`src/rtl/ualu_pkg.sv`:
```
package ualu_pkg;

  localparam int OPC_W = 5;

  localparam logic [OPC_W-1:0] OPC_ADD = 5'b00000;
  localparam logic [OPC_W-1:0] OPC_SUB = 5'b00001;
  localparam logic [OPC_W-1:0] OPC_MUL = 5'b00110;
  localparam logic [OPC_W-1:0] OPC_DIV = 5'b00111;
  localparam logic [OPC_W-1:0] OPC_SHR = 5'b01000;
  localparam logic [OPC_W-1:0] OPC_SHL = 5'b01001;
  localparam logic [OPC_W-1:0] OPC_XOR = 5'b01010;
  localparam logic [OPC_W-1:0] OPC_IOR = 5'b01011;
  localparam logic [OPC_W-1:0] OPC_AND = 5'b01100;
  localparam logic [OPC_W-1:0] OPC_INV = 5'b01101;
  localparam logic [OPC_W-1:0] OPC_CMP = 5'b01110;

  // condition vector, most significant first: overflow, less, greater, equal
  typedef struct packed {
    logic ovf;
    logic lt;
    logic gt;
    logic eq;
  } cond_t;

  localparam cond_t COND_CLEAR = '{ovf: 1'b0, lt: 1'b0, gt: 1'b0, eq: 1'b0};

endpackage

```
`src/rtl/ualu_arith.sv`:
```
module ualu_arith #(
  parameter int W = 16
) (
  input  logic [W-1:0] a,
  input  logic [W-1:0] b,
  output logic [W-1:0] sum,
  output logic         sum_ovf,
  output logic [W-1:0] diff,
  output logic         diff_ovf,
  output logic [W-1:0] prod,
  output logic         prod_ovf,
  output logic         a_lt,
  output logic         a_gt,
  output logic         a_eq
);

  localparam int PW = 2 * W;

  logic [W:0]    sum_full;
  logic [PW-1:0] prod_full;

  always_comb begin
    sum_full  = {1'b0, a} + {1'b0, b};
    prod_full = {{W{1'b0}}, a} * {{W{1'b0}}, b};

    sum      = sum_full[W-1:0];
    sum_ovf  = sum_full[W];
    prod     = prod_full[W-1:0];
    prod_ovf = |prod_full[PW-1:W];

    a_lt = a < b;
    a_gt = a > b;
    a_eq = a == b;

    diff_ovf = a_lt;
    diff     = a_lt ? '0 : (a - b);
  end

endmodule

```
`src/rtl/ualu_divider.sv`:
```
module ualu_divider #(
  parameter int W = 16
) (
  input  logic [W-1:0] dividend,
  input  logic [W-1:0] divisor,
  output logic [W-1:0] quo,
  output logic [W-1:0] rem,
  output logic         div_zero
);

  // restoring division, one unrolled stage per quotient bit
  logic [W:0] part [W+1];

  assign part[0]  = '0;
  assign div_zero = (divisor == '0);

  for (genvar k = 0; k < W; k++) begin : g_stage
    localparam int BIT = W - 1 - k;
    logic [W:0] trial;
    logic       fits;

    assign trial      = {part[k][W-1:0], dividend[BIT]};
    assign fits       = trial >= {1'b0, divisor};
    assign part[k+1]  = fits ? (trial - {1'b0, divisor}) : trial;
    assign quo[BIT]   = fits;
  end

  assign rem = part[W][W-1:0];

endmodule

```
`src/rtl/ualu_bitops.sv`:
```
module ualu_bitops #(
  parameter int W     = 16,
  parameter int SHW   = 8
) (
  input  logic [W-1:0]   a,
  input  logic [W-1:0]   b,
  input  logic [SHW-1:0] amt,
  output logic [W-1:0]   shr,
  output logic [W-1:0]   shl,
  output logic [W-1:0]   bxor,
  output logic [W-1:0]   bor,
  output logic [W-1:0]   band,
  output logic [W-1:0]   binv
);

  logic [31:0] amt32;
  logic        too_far;

  always_comb begin
    amt32   = 32'(amt);
    too_far = amt32 >= 32'(W);
    shr     = too_far ? '0 : (a >> amt32);
    shl     = too_far ? '0 : (a << amt32);
    bxor    = a ^ b;
    bor     = a | b;
    band    = a & b;
    binv    = ~a;
  end

endmodule

```
`src/rtl/uflag_alu.sv`:
```
module uflag_alu
  import ualu_pkg::*;
#(
  parameter int DATA_W = 16,
  parameter int IMM_W  = 8
) (
  input  logic              clk,
  input  logic              rst_n,
  input  logic              op_valid,
  input  logic [OPC_W-1:0]  op_code,
  input  logic [DATA_W-1:0] src_a,
  input  logic [DATA_W-1:0] src_b,
  input  logic [IMM_W-1:0]  imm,
  output logic              res_valid,
  output logic [DATA_W-1:0] res_lo,
  output logic [DATA_W-1:0] res_hi,
  output logic [3:0]        flags
);

  localparam int SYNC_N = 2;

  // reset: asserted at once, released through a short flop chain
  logic [SYNC_N-1:0] rst_chain;
  logic              rst_sync_n;

  always_ff @(posedge clk or negedge rst_n) begin
    if (!rst_n) rst_chain <= '0;
    else        rst_chain <= {rst_chain[SYNC_N-2:0], 1'b1};
  end

  assign rst_sync_n = rst_chain[SYNC_N-1];

  // function units
  logic [DATA_W-1:0] sum, diff, prod, quo, rem;
  logic [DATA_W-1:0] shr, shl, bxor, bor, band, binv;
  logic              sum_ovf, diff_ovf, prod_ovf, div_zero;
  logic              a_lt, a_gt, a_eq;

  ualu_arith #(.W(DATA_W)) u_arith (
    .a(src_a), .b(src_b),
    .sum(sum), .sum_ovf(sum_ovf),
    .diff(diff), .diff_ovf(diff_ovf),
    .prod(prod), .prod_ovf(prod_ovf),
    .a_lt(a_lt), .a_gt(a_gt), .a_eq(a_eq)
  );

  ualu_divider #(.W(DATA_W)) u_div (
    .dividend(src_a), .divisor(src_b),
    .quo(quo), .rem(rem), .div_zero(div_zero)
  );

  ualu_bitops #(.W(DATA_W), .SHW(IMM_W)) u_bits (
    .a(src_a), .b(src_b), .amt(imm),
    .shr(shr), .shl(shl), .bxor(bxor), .bor(bor), .band(band), .binv(binv)
  );

  // next-state selection
  logic [DATA_W-1:0] lo_nxt, hi_nxt;
  cond_t             cond_nxt;

  always_comb begin
    lo_nxt   = '0;
    hi_nxt   = '0;
    cond_nxt = COND_CLEAR;
    unique case (op_code)
      OPC_ADD: begin lo_nxt = sum;  cond_nxt.ovf = sum_ovf;  end
      OPC_SUB: begin lo_nxt = diff; cond_nxt.ovf = diff_ovf; end
      OPC_MUL: begin lo_nxt = prod; cond_nxt.ovf = prod_ovf; end
      OPC_DIV: begin
        if (div_zero) begin
          cond_nxt.ovf = 1'b1;
        end else begin
          lo_nxt = quo;
          hi_nxt = rem;
        end
      end
      OPC_SHR: lo_nxt = shr;
      OPC_SHL: lo_nxt = shl;
      OPC_XOR: lo_nxt = bxor;
      OPC_IOR: lo_nxt = bor;
      OPC_AND: lo_nxt = band;
      OPC_INV: lo_nxt = binv;
      OPC_CMP: begin
        cond_nxt.lt = a_lt;
        cond_nxt.gt = a_gt;
        cond_nxt.eq = a_eq;
      end
      default: ;
    endcase
  end

  // output register with explicit enable
  cond_t cond_q;
  logic  res_en;

  assign res_en = op_valid;

  always_ff @(posedge clk or negedge rst_sync_n) begin
    if (!rst_sync_n) begin
      res_valid <= 1'b0;
      res_lo    <= '0;
      res_hi    <= '0;
      cond_q    <= COND_CLEAR;
    end else begin
      res_valid <= res_en;
      if (res_en) begin
        res_lo <= lo_nxt;
        res_hi <= hi_nxt;
        cond_q <= cond_nxt;
      end
    end
  end

  assign flags = cond_q;

endmodule

```
`config.mk`:
```
export PLATFORM = sky130hd
export DESIGN_NAME = uflag_alu
export DESIGN_NICKNAME = d
export VERILOG_FILES = /design/src/rtl/ualu_pkg.sv /design/src/rtl/ualu_arith.sv /design/src/rtl/ualu_divider.sv /design/src/rtl/ualu_bitops.sv /design/src/rtl/uflag_alu.sv
export SDC_FILE = /design/constraint.sdc
export NUM_CORES = 1
export LEC_CHECK = 0
export BUFFER_PORTS_ARGS = -buffer_cell sky130_fd_sc_hd__buf_2
export CORE_MARGIN = 8
export CORE_UTILIZATION = 40
export DETAILED_ROUTE_END_ITERATION = 10
export MAX_ROUTING_LAYER = met4
export PLACE_DENSITY = 0.6
export SYNTH_ARGS = -nofsm -noshare
export SYNTH_HDL_FRONTEND = slang
export SYNTH_SLANG_ARGS = --single-unit
```
`constraint.sdc`:
```
create_clock -name clk -period 1.3 [get_ports clk]
set_input_delay 0.065 -clock clk [delete_from_list [all_inputs] [get_ports clk]]
set_output_delay 0.065 -clock clk [all_outputs]
set_load 0.02 [all_outputs]
```
; Word level (Yosys, flattened, before mapping)
; Cells that the tools add are included.
; W data, S select, Z words.
[totals]
rom_bits = 0
latchBits = 0
ramBits = 0
memories = 0
input_bits = 48
register_bits = 39
output_inout_bits = 37
word_cells = 92
[op_classes]
muxes = 26
div_mod_pow = 0
order_cmp = 19
n_eq_ne = 11
n_mul = 1
addsub = 18
n_bitwise = 4
n_shift = 2
reduce_logical = 3
[op_table]
columns = operator, count
row1 = $mux W16, 22
row2 = $sub A16 B16 Y16, 16
row3 = $ge A17 B16 Y1, 15
row4 = $pmux W16 S10, 1
row5 = $eq A5 B4 Y1 const B, 7
row6 = $mul A16 B16 Y32, 1
row7 = $add A16 B16 Y17, 1
row8 = $and A16 B16 Y16, 1
row9 = $eq A16 B16 Y1, 1
row10 = $ge A1 B16 Y1, 1
row11 = $gt A16 B16 Y1, 1
row12 = $logic_not A16 Y1, 1
row13 = $lt A16 B16 Y1, 1
row14 = $not A16 Y16, 1
row15 = $or A16 B16 Y16, 1
row16 = $reduce_or A16 Y1, 1
row17 = $shl A16 B8 Y16, 1
row18 = $shr A16 B8 Y16, 1
row19 = $sub A1 B16 Y16, 1
row20 = $xor A16 B16 Y16, 1
row21 = $eq A5 B3 Y1 const B, 2
row22 = $ge A8 B5 Y1 const B, 1
row23 = $eq A5 B1 Y1 const B, 1
row24 = $logic_not A5 Y1, 1
row25 = other kinds (3), 3

; Longest topological paths before layout
; Gate-level depths: netlist of run 1.
[depth]
word_depth = 34
mapped_depth = 284

; By module
; A second synthesis of run 1 with hierarchy kept.
[unflattened]
cells_unflattened = 3775
hier_area_um2 = 29311.9
[modules_own_cells]
columns = mod, instances, area_per_inst_um2, cells_each
row1 = ualu_divider, 1, 14112.3, 1974
row2 = ualu_arith, 1, 10217.3, 1209
row3 = uflag_alu, 1, 2950.3, 314
row4 = ualu_bitops, 1, 2031.9, 278

; Least setup slack after synthesis of run 1
; No wires, ideal clock.
[synth_path]
kind = input to register
start = in src_b[1]
end = reg res_hi[10]
arrival_ns = 48.564
setup_time_ns = 0.132
t_required_ns = 1.168
n_path_buf = 25
slack_ns = -47.396
cell_stages = 273
path_cell_list = inv_1 clkbuf_1 ha_1 o21a_1 and2_1 mux2_2 inv_1 ha_1 nor2b_1 o21ai_0 a21oi_1 o41ai_4 nand2_1 o21ai_0 inv_1 ha_1 nor2b_1 o31a_1 (+237 left out) o21bai_1 a21o_1 a21o_1 a21o_1 a21o_1 a21o_1 a21o_1 a21o_1 a21o_1 a21o_1 a21o_1 a211oi_1 o31ai_1 a211oi_2 buf_6 buf_12 mux2i_1 o2bb2ai_1
[synth_between]
elab_chain_cells = 34
word_cells_on_any_way = 51
cone_classes = add/sub: 16 / order compare: 16 / mux: 18 / reduce/logical: 1
[synth_rtl]
columns = element, line_no
row1 = "start, declared", uflag_alu.sv:12  ; input logic [DATA_W-1:0] src_b,
row2 = $sub A1 B16 Y16 / $ge A1 B16 Y1 (equally long branches), "ualu_divider.sv:24, ualu_divider.sv:23"
row3 = $mux W16, ualu_divider.sv:24  ; assign part[k+1] = fits ? (trial - {1'b0, divisor}) : trial;
row4 = $sub A16 B16 Y16 / $ge A17 B16 Y1 (equally long branches), "ualu_divider.sv:24, ualu_divider.sv:23"
row5 = $mux W16, ualu_divider.sv:24
row6 = $sub A16 B16 Y16 / $ge A17 B16 Y1 (equally long branches), "ualu_divider.sv:24, ualu_divider.sv:23"
row7 = $mux W16, ualu_divider.sv:24
row8 = $sub A16 B16 Y16 / $ge A17 B16 Y1 (equally long branches), "ualu_divider.sv:24, ualu_divider.sv:23"
row9 = $mux W16, ualu_divider.sv:24
row10 = (+18 left out), -
row11 = $sub A16 B16 Y16 / $ge A17 B16 Y1 (equally long branches), "ualu_divider.sv:24, ualu_divider.sv:23"
row12 = $mux W16, ualu_divider.sv:24
row13 = $ge A17 B16 Y1 / $sub A16 B16 Y16 (equally long branches), "ualu_divider.sv:23, ualu_divider.sv:24"
row14 = $mux W16, ualu_divider.sv:24
row15 = $sub A16 B16 Y16 / $ge A17 B16 Y1 (equally long branches), "ualu_divider.sv:24, ualu_divider.sv:23"
row16 = $mux W16, ualu_divider.sv:24
row17 = $mux W16 *, uflag_alu.sv:70  ; if (div_zero) begin
row18 = $mux W16 *, uflag_alu.sv:65  ; unique case (op_code)
row19 = "end signal, assigned", uflag_alu.sv:108  ; res_hi <= hi_nxt;
row20 = "end, declared", uflag_alu.sv:16  ; output logic [DATA_W-1:0] res_hi,
; Mark *: on every way between the ends. The rest lies on a longest branch, timed or not.
; A chain may end at the register's enable or synchronous reset.

; Worst setup path in the final report of run 1
[layout_path]
start = in src_a[15]
end = reg res_hi[2]
[layout_between]
elab_chain_cells = 34
word_cells_on_any_way = 50
cone_classes = add/sub: 16 / order compare: 16 / mux: 18
[layout_rtl]
columns = element, line_no
row1 = "start, declared", uflag_alu.sv:11  ; input logic [DATA_W-1:0] src_a,
row2 = $sub A1 B16 Y16 / $ge A1 B16 Y1 (equally long branches), "ualu_divider.sv:24, ualu_divider.sv:23"
row3 = $mux W16 *, ualu_divider.sv:24
row4 = $sub A16 B16 Y16 / $ge A17 B16 Y1 (equally long branches), "ualu_divider.sv:24, ualu_divider.sv:23"
row5 = $mux W16 *, ualu_divider.sv:24
row6 = $sub A16 B16 Y16 / $ge A17 B16 Y1 (equally long branches), "ualu_divider.sv:24, ualu_divider.sv:23"
row7 = $mux W16 *, ualu_divider.sv:24
row8 = $sub A16 B16 Y16 / $ge A17 B16 Y1 (equally long branches), "ualu_divider.sv:24, ualu_divider.sv:23"
row9 = $mux W16 *, ualu_divider.sv:24
row10 = (+18 left out), -
row11 = $sub A16 B16 Y16 / $ge A17 B16 Y1 (equally long branches), "ualu_divider.sv:24, ualu_divider.sv:23"
row12 = $mux W16 *, ualu_divider.sv:24
row13 = $ge A17 B16 Y1 / $sub A16 B16 Y16 (equally long branches), "ualu_divider.sv:23, ualu_divider.sv:24"
row14 = $mux W16 *, ualu_divider.sv:24
row15 = $sub A16 B16 Y16 / $ge A17 B16 Y1 (equally long branches), "ualu_divider.sv:24, ualu_divider.sv:23"
row16 = $mux W16 *, ualu_divider.sv:24
row17 = $mux W16 *, uflag_alu.sv:70
row18 = $mux W16 *, uflag_alu.sv:65
; Marked as above.

==> impl_metrics.toml, run 1 <==
[run_status]
outcome = "complete, but fails checks"
violations = "negative setup slack"

[power]
ir_worst_vdd_uv = 7360
leakage_nw = 21.2
p_per_area_nw_per_um2 = 2610

[synthesis]
synth_top_family_by_area = "adder cells"
synth_compound_area_share_pct = 21.8
synth_adder_area_share_pct = 35.4
ys_types = 99
synthesis.area_um2 = 26300
synth_warnings = 0
syn_inst = 3417
async_flop_share_pct = 100
synth-simple-area-share_pct = 17.3
synth_top_area_cell = "ha_1"
ys_ff_latch = 39
synth_edf_count = 0
synth.top_cell.area_share_pct = 19.4
synth-xor-area-share_pct = 6.49
synthMuxAreaShare_pct = 6.97
synth_flop_cell = "dfrtp_1"
seq_area_frac_synth_pct = 3.71
syn_area_per_cell_um2 = 7.70
ys_top_cells_by_area = "ha_1, fa_1, inv_1, nor2_1, mux2_2"
synth_nets = 4083

[worst_setup_path]
slowest_stage = "or4b_4"
worst_ep_required_time_ns = 1.47
crit_family = "compound AO/OA/AOI/OAI gates"
critPathMaxFanout = 14
arrival_ns = 41.08
crit_top_cell = "buf_4"
cp_num_buf_inv = 91
setup.worst_path.end_class = "register"
crit_type = "in -> reg"
cpPeakStageDelay_ns = 0.53
worst_setup_path_start_kind = "primary input"

[global_route]
grt_pass1_vias = 31400
grt_max_degree = 37
grt_overflow_total = 0
grt.total_usage_pct = 30.6
grt_first_pass_wirelength_um = 176000
antenna_found_initial = 4

[routing]
dr.pass1.iters = 5
antenna_left = 0
wire_per_inst_um = 21.2
drcViolationCount = 0
via_count = 31900
via_per_inst = 5.63
routed_wl_um = 120000
first_iter_violations = 2544

[sta]
worstMarginPinSlew_ns = 0.965
relSlewSlack_pct = 35.2
fin_crit_ns = 40.92
final.setup.worst_slack_ns = -39.62
maxSlewViolCount = 0
fin_setup_tns_ns = -928.82
hold_viol = 0
skew_ns = 0.00800
max_freq_mhz = 24.4
timing.final.crit_share_pct = 3150
setup_viol_count_final = 36
rsz0062_at_grt = "yes"

[clocking]
clk_path_buf_depth = 2
clock-sinks = 39
htreeDepth = 2
numCtsBuffers = 5
clock_latency_ns = 0.29
cts_tree = "yes"
clk_pin_slew_ns = 0.06
cts_root_buf = "clkbuf_16"

[cells_and_area]
nets = 5465
regArea_um2 = 976
final_area_um2 = 41400
fillers = 5393
multiInputGateArea_um2 = 25500
drive_above_1_share_pct = 42.2
fin_cells = 5668
area_growth_pct = 57.4
final_util_pct = 63.3

[job]
cap_violations = 0

[placement]
port_buffers = 84
dpl_cell_area_um2 = 36300
gp_congestion = 1.04
dp_slack_ns = -40.01
hpwl_um = 86000
dp.cells = 5336

[floorplanning]
die_w_um = 272
core_region_area_um2 = 65400
ioPinCount = 85
die_h_um = 272
placement_rows = 94
die-area_um2 = 74200
initial_core_util_pct = 40.2

[hold_path]
hold_path.class = "in -> reg"
==> metal layers <==
layer | GRT usage, % | vias to the layer above | wire (um)
met4 | 14.1 | 0 | 7720
met3 | 4.08 | 490 | 9320
li1 | - | 14700 | -
met1 | 37.3 | 15300 | 47400
met2 | 50.3 | 1451 | 55500
met5 | - | - | 0
==> registers in the layout, summed over array words and instances (netlist names) <==
signal     cells
res_lo        16
res_valid      1
res_hi        16
flags          4
rst_chain      2
==> cells in the final DEF (no fill, tap or decap), types with 28 or more instances in the layout <==
cell,synthesis,layout
a21o_1,96,95
o21ai_1,3,28
nor2b_1,58,43
nand4_1,61,61
buf_4,6,1327
ha_4,0,50
a21oi_2,2,38
buf_2,18,78
nor3_1,43,36
o21ai_0,201,118
inv_1,417,380
xor2_1,80,79
nor2_1,369,345
mux2i_1,61,46
nand2b_1,48,46
mux2_2,99,86
nand2_1,249,232
fa_1,211,209
dfrtp_1,39,39
buf_6,6,44
a21oi_1,222,182
ha_1,407,353
o21bai_1,29,28
o21ai_2,1,50
xnor2_1,115,112
==> cell usage after synthesis, types with 8 or more instances <==
cell / n
nand2b_1: 48
o21bai_1: 29
and2_1: 13
a21boi_0: 35
o2bb2ai_1: 33
mux2i_1: 61
inv_1: 417
a31oi_1: 13
o21ai_0: 201
or2_2: 8
nor3_1: 43
a221oi_1: 15
xnor2_1: 115
xor2_1: 80
buf_1: 16
a221o_1: 14
dfrtp_1: 39
a211oi_1: 29
a21o_1: 96
o211ai_1: 19
nor4_1: 24
fa_1: 211
nor2_1: 369
or3_1: 15
and3_1: 26
nor2b_1: 58
ha_1: 407
o22ai_1: 14
o21a_1: 21
buf_2: 18
clkbuf_1: 81
mux2_2: 99
nand4_1: 61
nand3_1: 30
o221ai_1: 26
a21oi_1: 222
a31o_2: 8
nand2_1: 249
o31ai_1: 10
==> logic make-up (layout without fill, tap and decap cells) <==
kind of cell | after synthesis | after routing
adder cells (fa/ha/maj) | 618 | 618
flip-flops | 39 | 39
AND/OR/NAND/NOR | 979 | 979
other | 1 | 5
AO/OA/AOI/OAI | 865 | 865
XOR/XNOR | 195 | 195
buffers and inverters | 552 | 1935
multiplexers | 168 | 168
==> area by class of cell <==
type	count	area share, %
multi-input combinational	2826	61.6
tap	864	2.61
inverter	424	4.05
antenna	4	0.0242
clock inverter	3	0.112
timing repair buffer	1503	28.9
clock buffer	5	0.302
sequential	39	2.36
==> final timing paths <==
path	endpoint	from	slack [ns]	depth (start not counted)
setup / recovery	res_hi[2]$_DFFE_PN0P_	src_a[15]	-39.62	269
hold / removal	res_valid$_DFF_PN0_	op_valid	0.03	2
setup reg to reg	flags[3]$_DFFE_PN0P_	flags[3]$_DFFE_PN0P_	0.44	2
hold reg to reg	res_hi[1]$_DFFE_PN0P_	rst_chain[1]$_DFF_PN0_	0.21	1
max in group asynchronous	res_valid$_DFF_PN0_	rst_chain[1]$_DFF_PN0_	0.85	1
min in group asynchronous	rst_chain[0]$_DFF_PN0_	rst_n	0.08	2
==> timing repair <==
action	in CTS	in global routing
hold buffers	1	0
resized for setup	263	252
setup endpoints to repair	36	36
buffers inserted	255	66
pin swaps	189	200
endpoints found under the hold margin	2	0
cloned	5	4
==> per-stage QoR <==
step / hold WS [ns] / power (mW)
after floorplan: -0.231 / 55.6
after global placement: -0.148 / 86.7
after detailed placement: -0.147 / 87.5
after CTS: 0.0253 / 100
after global routing: 0.0337 / 114
final: 0.0306 / 108
==> power by group <==
group	internal, mW	total, mW	switching [mW]
clock	0.912	1.43	0.521
combinational	56.1	105	49.1
sequential	1.30	1.37	0.0607
Power figures use the tool's default switching activity.
==> inputs of run 2 (changes only) <==
--- a/config.mk
+++ b/config.mk
@@ -6,11 +6,13 @@
 export NUM_CORES = 1
 export LEC_CHECK = 0
 export BUFFER_PORTS_ARGS = -buffer_cell sky130_fd_sc_hd__buf_2
+export CELL_PAD_IN_SITES_DETAIL_PLACEMENT = 1
+export CELL_PAD_IN_SITES_GLOBAL_PLACEMENT = 2
 export CORE_MARGIN = 8
 export CORE_UTILIZATION = 40
 export DETAILED_ROUTE_END_ITERATION = 10
 export MAX_ROUTING_LAYER = met4
-export PLACE_DENSITY = 0.6
+export PLACE_DENSITY = 0.9
 export SYNTH_ARGS = -nofsm -noshare
 export SYNTH_HDL_FRONTEND = slang
 export SYNTH_SLANG_ARGS = --single-unit
==> impl_metrics.toml, run 2 <==
[run_status]
outcome = "did not finish"
lastStage = "global routing"
error_line = "[ERROR GRT-0232] Routing congestion too high. Check the congestion heatmap in the GUI."

[floorplanning]
initial_core_util_pct = 40.2
die_w_um = 272
die_h_um = 272
placement_rows = 94
ioPinCount = 85

[synthesis]
syn_area_per_cell_um2 = 7.70
synth_nets = 4083
synth_top_area_cell = "ha_1"
syn_inst = 3417
seq_area_frac_synth_pct = 3.71
synth.top_cell.area_share_pct = 19.4
synth_flop_cell = "dfrtp_1"
post-synth-top-count-cell = "inv_1"
ys_types = 99
netlist_top_cells_count = "inv_1, ha_1, nor2_1, nand2_1, a21oi_1"
ys_top_cells_by_area = "ha_1, fa_1, inv_1, nor2_1, mux2_2"
synth_warnings = 0
synthesis.area_um2 = 26300
ys_ff_latch = 39
synth_edf_count = 0
async_flop_share_pct = 100

[placement]
gp_congestion = 1.08
hpwl_um = 109000
port_buffers = 84

[clocking]
htreeDepth = 2
numCtsBuffers = 5
clock-sinks = 39
clk_path_buf_depth = 2
cts_root_buf = "clkbuf_16"

[global_route]
grt_max_degree = 37
grt.total_usage_pct = 89.7
grt_overflow_total = 1213
==> run 2: cell counts after synthesis <==
No cell type changed its count.
==> run 2: metal layers <==
layer | GRT usage, % | overflow
met5 | - | -
met4 | 89.8 | 301
met3 | 82.1 | 112
met2 | 98.6 | 714
met1 | 87.1 | 86
==> run 2: through the flow <==
step / cells / setup slack, ns / cell area, um^2 / TNS [ns] / hold slack, ns
3_3_place_gp: 5351 / -38.88 / 36400 / -925.17 / -0.148
3_5_place_dp: 5351 / -42.11 / 36400 / -1000.70 / -0.144
2_1_floorplan: 3417 / -40.67 / 27500 / -957.58 / -0.231
4_1_cts: 5680 / -38.55 / 40400 / -908.55 / 0.0461
==> run 2: cell families after synthesis <==
family / synth area share [%]
AOI/OAI and AO/OA: 21.8
xor gates and xnor gates: 6.49
adders and majority gates: 35.4
buffers and inverters: 8.28
DFF: 3.71
muxes: 6.97
other: 0.0143
and+or+nand+nor: 17.3
==> run 2: what timing repair did <==
item                                    in CTS
buffers inserted                           322
endpoints found under the setup margin      36
hold endpoints to repair                     2
gates resized for setup                    294
cloned                                       3
pin swaps                                  189
hold buffers                                 1
==> inputs of run 3 (changes only) <==
--- a/config.mk
+++ b/config.mk
@@ -6,13 +6,10 @@
 export NUM_CORES = 1
 export LEC_CHECK = 0
 export BUFFER_PORTS_ARGS = -buffer_cell sky130_fd_sc_hd__buf_2
-export CELL_PAD_IN_SITES_DETAIL_PLACEMENT = 1
-export CELL_PAD_IN_SITES_GLOBAL_PLACEMENT = 2
 export CORE_MARGIN = 8
-export CORE_UTILIZATION = 40
+export CORE_UTILIZATION = 25
 export DETAILED_ROUTE_END_ITERATION = 10
-export MAX_ROUTING_LAYER = met4
-export PLACE_DENSITY = 0.9
+export PLACE_DENSITY_LB_ADDON = 0.15
 export SYNTH_ARGS = -nofsm -noshare
 export SYNTH_HDL_FRONTEND = slang
 export SYNTH_SLANG_ARGS = --single-unit
==> impl_metrics.toml, run 3 (synthesis gave the netlist of run 1 again) <==
[run_status]
outcome = "complete, but fails checks"
violations = "negative setup slack"

[global_route]
grt_overflow_total = 0
grt.total_usage_pct = 21.0
grt_first_pass_wirelength_um = 191000
grt_pass1_vias = 31600
grt_max_degree = 38
antenna_found_initial = 1

[power]
leakage_nw = 21.6
ir_worst_vdd_uv = 4280
p_per_area_nw_per_um2 = 2410
p_total_mw = 103

[cells_and_area]
area_growth_pct = 61.7
drive_above_1_share_pct = 43.2
nets = 5545
fin_cells = 6271
diodes = 0
final_area_um2 = 42500
final_cell_mix = "buf_4, inv_1, ha_1"
final_common_cell = "buf_4"

[job]
cap_violations = 0

[hold_path]
hold_path.class = "in -> async"

[floorplanning]
initial_core_util_pct = 25.1
core_region_area_um2 = 105000
ioPinCount = 85
die_w_um = 340
placement_rows = 119
die_h_um = 340
die-area_um2 = 116000

[worst_setup_path]
worst_setup_path_start_kind = "primary input"
cp_num_buf_inv = 121
critPathMaxFanout = 14
reg2reg_to = "res_lo[8]$_DFFE_PN0P_"
setup.worst_path.end_class = "register"
worst_ep_required_time_ns = 1.48
r2r_cells = 1
reg2reg_from = "res_lo[8]$_DFFE_PN0P_"
cpPeakStageDelay_ns = 0.50
crit_type = "in -> reg"
crit_family = "buffers and inverters"
slowest_stage = "or4b_4"
crit_top_cell = "buf_4"
arrival_ns = 39.90
r2r_setup_slack_ns = 0.44

[placement]
dpl_cell_area_um2 = 37300
port_buffers = 84
hpwl_um = 98200
gp_congestion = 0.914
dp.cells = 5906

[clocking]
clock_latency_ns = 0.30
cts_root_buf = "clkbuf_16"
clk_pin_slew_ns = 0.07
clk_path_buf_depth = 2
clock-sinks = 39
htreeDepth = 2
numCtsBuffers = 5
cts_tree = "yes"

[routing]
routed_wl_um = 126000
first_iter_violations = 1749
wire_per_inst_um = 20.1
drcViolationCount = 0
antenna_left = 0
dr.pass1.iters = 5
via_per_inst = 4.85
via_count = 30400

[sta]
max_freq_mhz = 25.2
hold_viol = 0
rsz0062_at_grt = "yes"
worstMarginPinSlew_ns = 0.781
maxSlewViolCount = 0
timing.final.crit_share_pct = 3060
fin_setup_tns_ns = -910.89
setup_viol_count_final = 36
finalHoldWorstSlack_ns = 0.0651
skew_ns = 0.0128
final.setup.worst_slack_ns = -38.42
relSlewSlack_pct = 47.9
fin_crit_ns = 39.72
run 3: area by class of cell:
cell class	count	area (um^2)
clock inverters	3	46.3
flip-flops and latches	39	977
repair buffers	1583	12500
multi-input cells	2826	25500
clock buffers	5	125
fillers	10900	62300
inverters	424	1670
well taps	1391	1740
run 3: worst max-delay path by stage:
stage	slack (ns)	cells after the start	end	startpoint
floorplan	-40.67	273	res_hi[10]$_DFFE_PN0P_	src_a[15]
global placement	-39.74	254	res_hi[15]$_DFFE_PN0P_	src_a[15]
detailed placement	-40.46	251	res_hi[5]$_DFFE_PN0P_	src_a[15]
CTS	-38.19	252	res_hi[2]$_DFFE_PN0P_	src_a[15]
global route	-40.41	248	res_hi[2]$_DFFE_PN0P_	src_a[15]
finish	-38.42	269	res_hi[6]$_DFFE_PN0P_	src_a[15]
run 3: metal layers:
layer	up-vias	part of all wire (%)	GRT usage (%)
li1	14800	-	-
met1	14800	47	28.9
met2	657	47	35.9
met3	135	3.6	1.11
met4	0	2.9	5.03
met5	-	0	0
run 3: repair_timing:
action,4_1_cts,5_1_grt
endpoints found under the hold margin,2,0
endpoints found under the setup margin,36,36
pin swaps,183,171
cloned,4,0
resized for setup,261,247
buffers inserted,297,75
hold buffers,1,0
run 3: stage by stage:
stage                     worst slack, ns  util [%]
after floorplan                    -40.67         -
after global placement             -39.74      35.6
after detailed placement           -40.46      35.6
after CTS                          -38.19      39.1
after global routing               -40.41      40.6
final                              -38.42      40.6
run 3: report_power, final:
part	internal, mW	switching [mW]
sequential	1.30	0.0882
combinational	53.0	46.6
clock	0.915	0.621
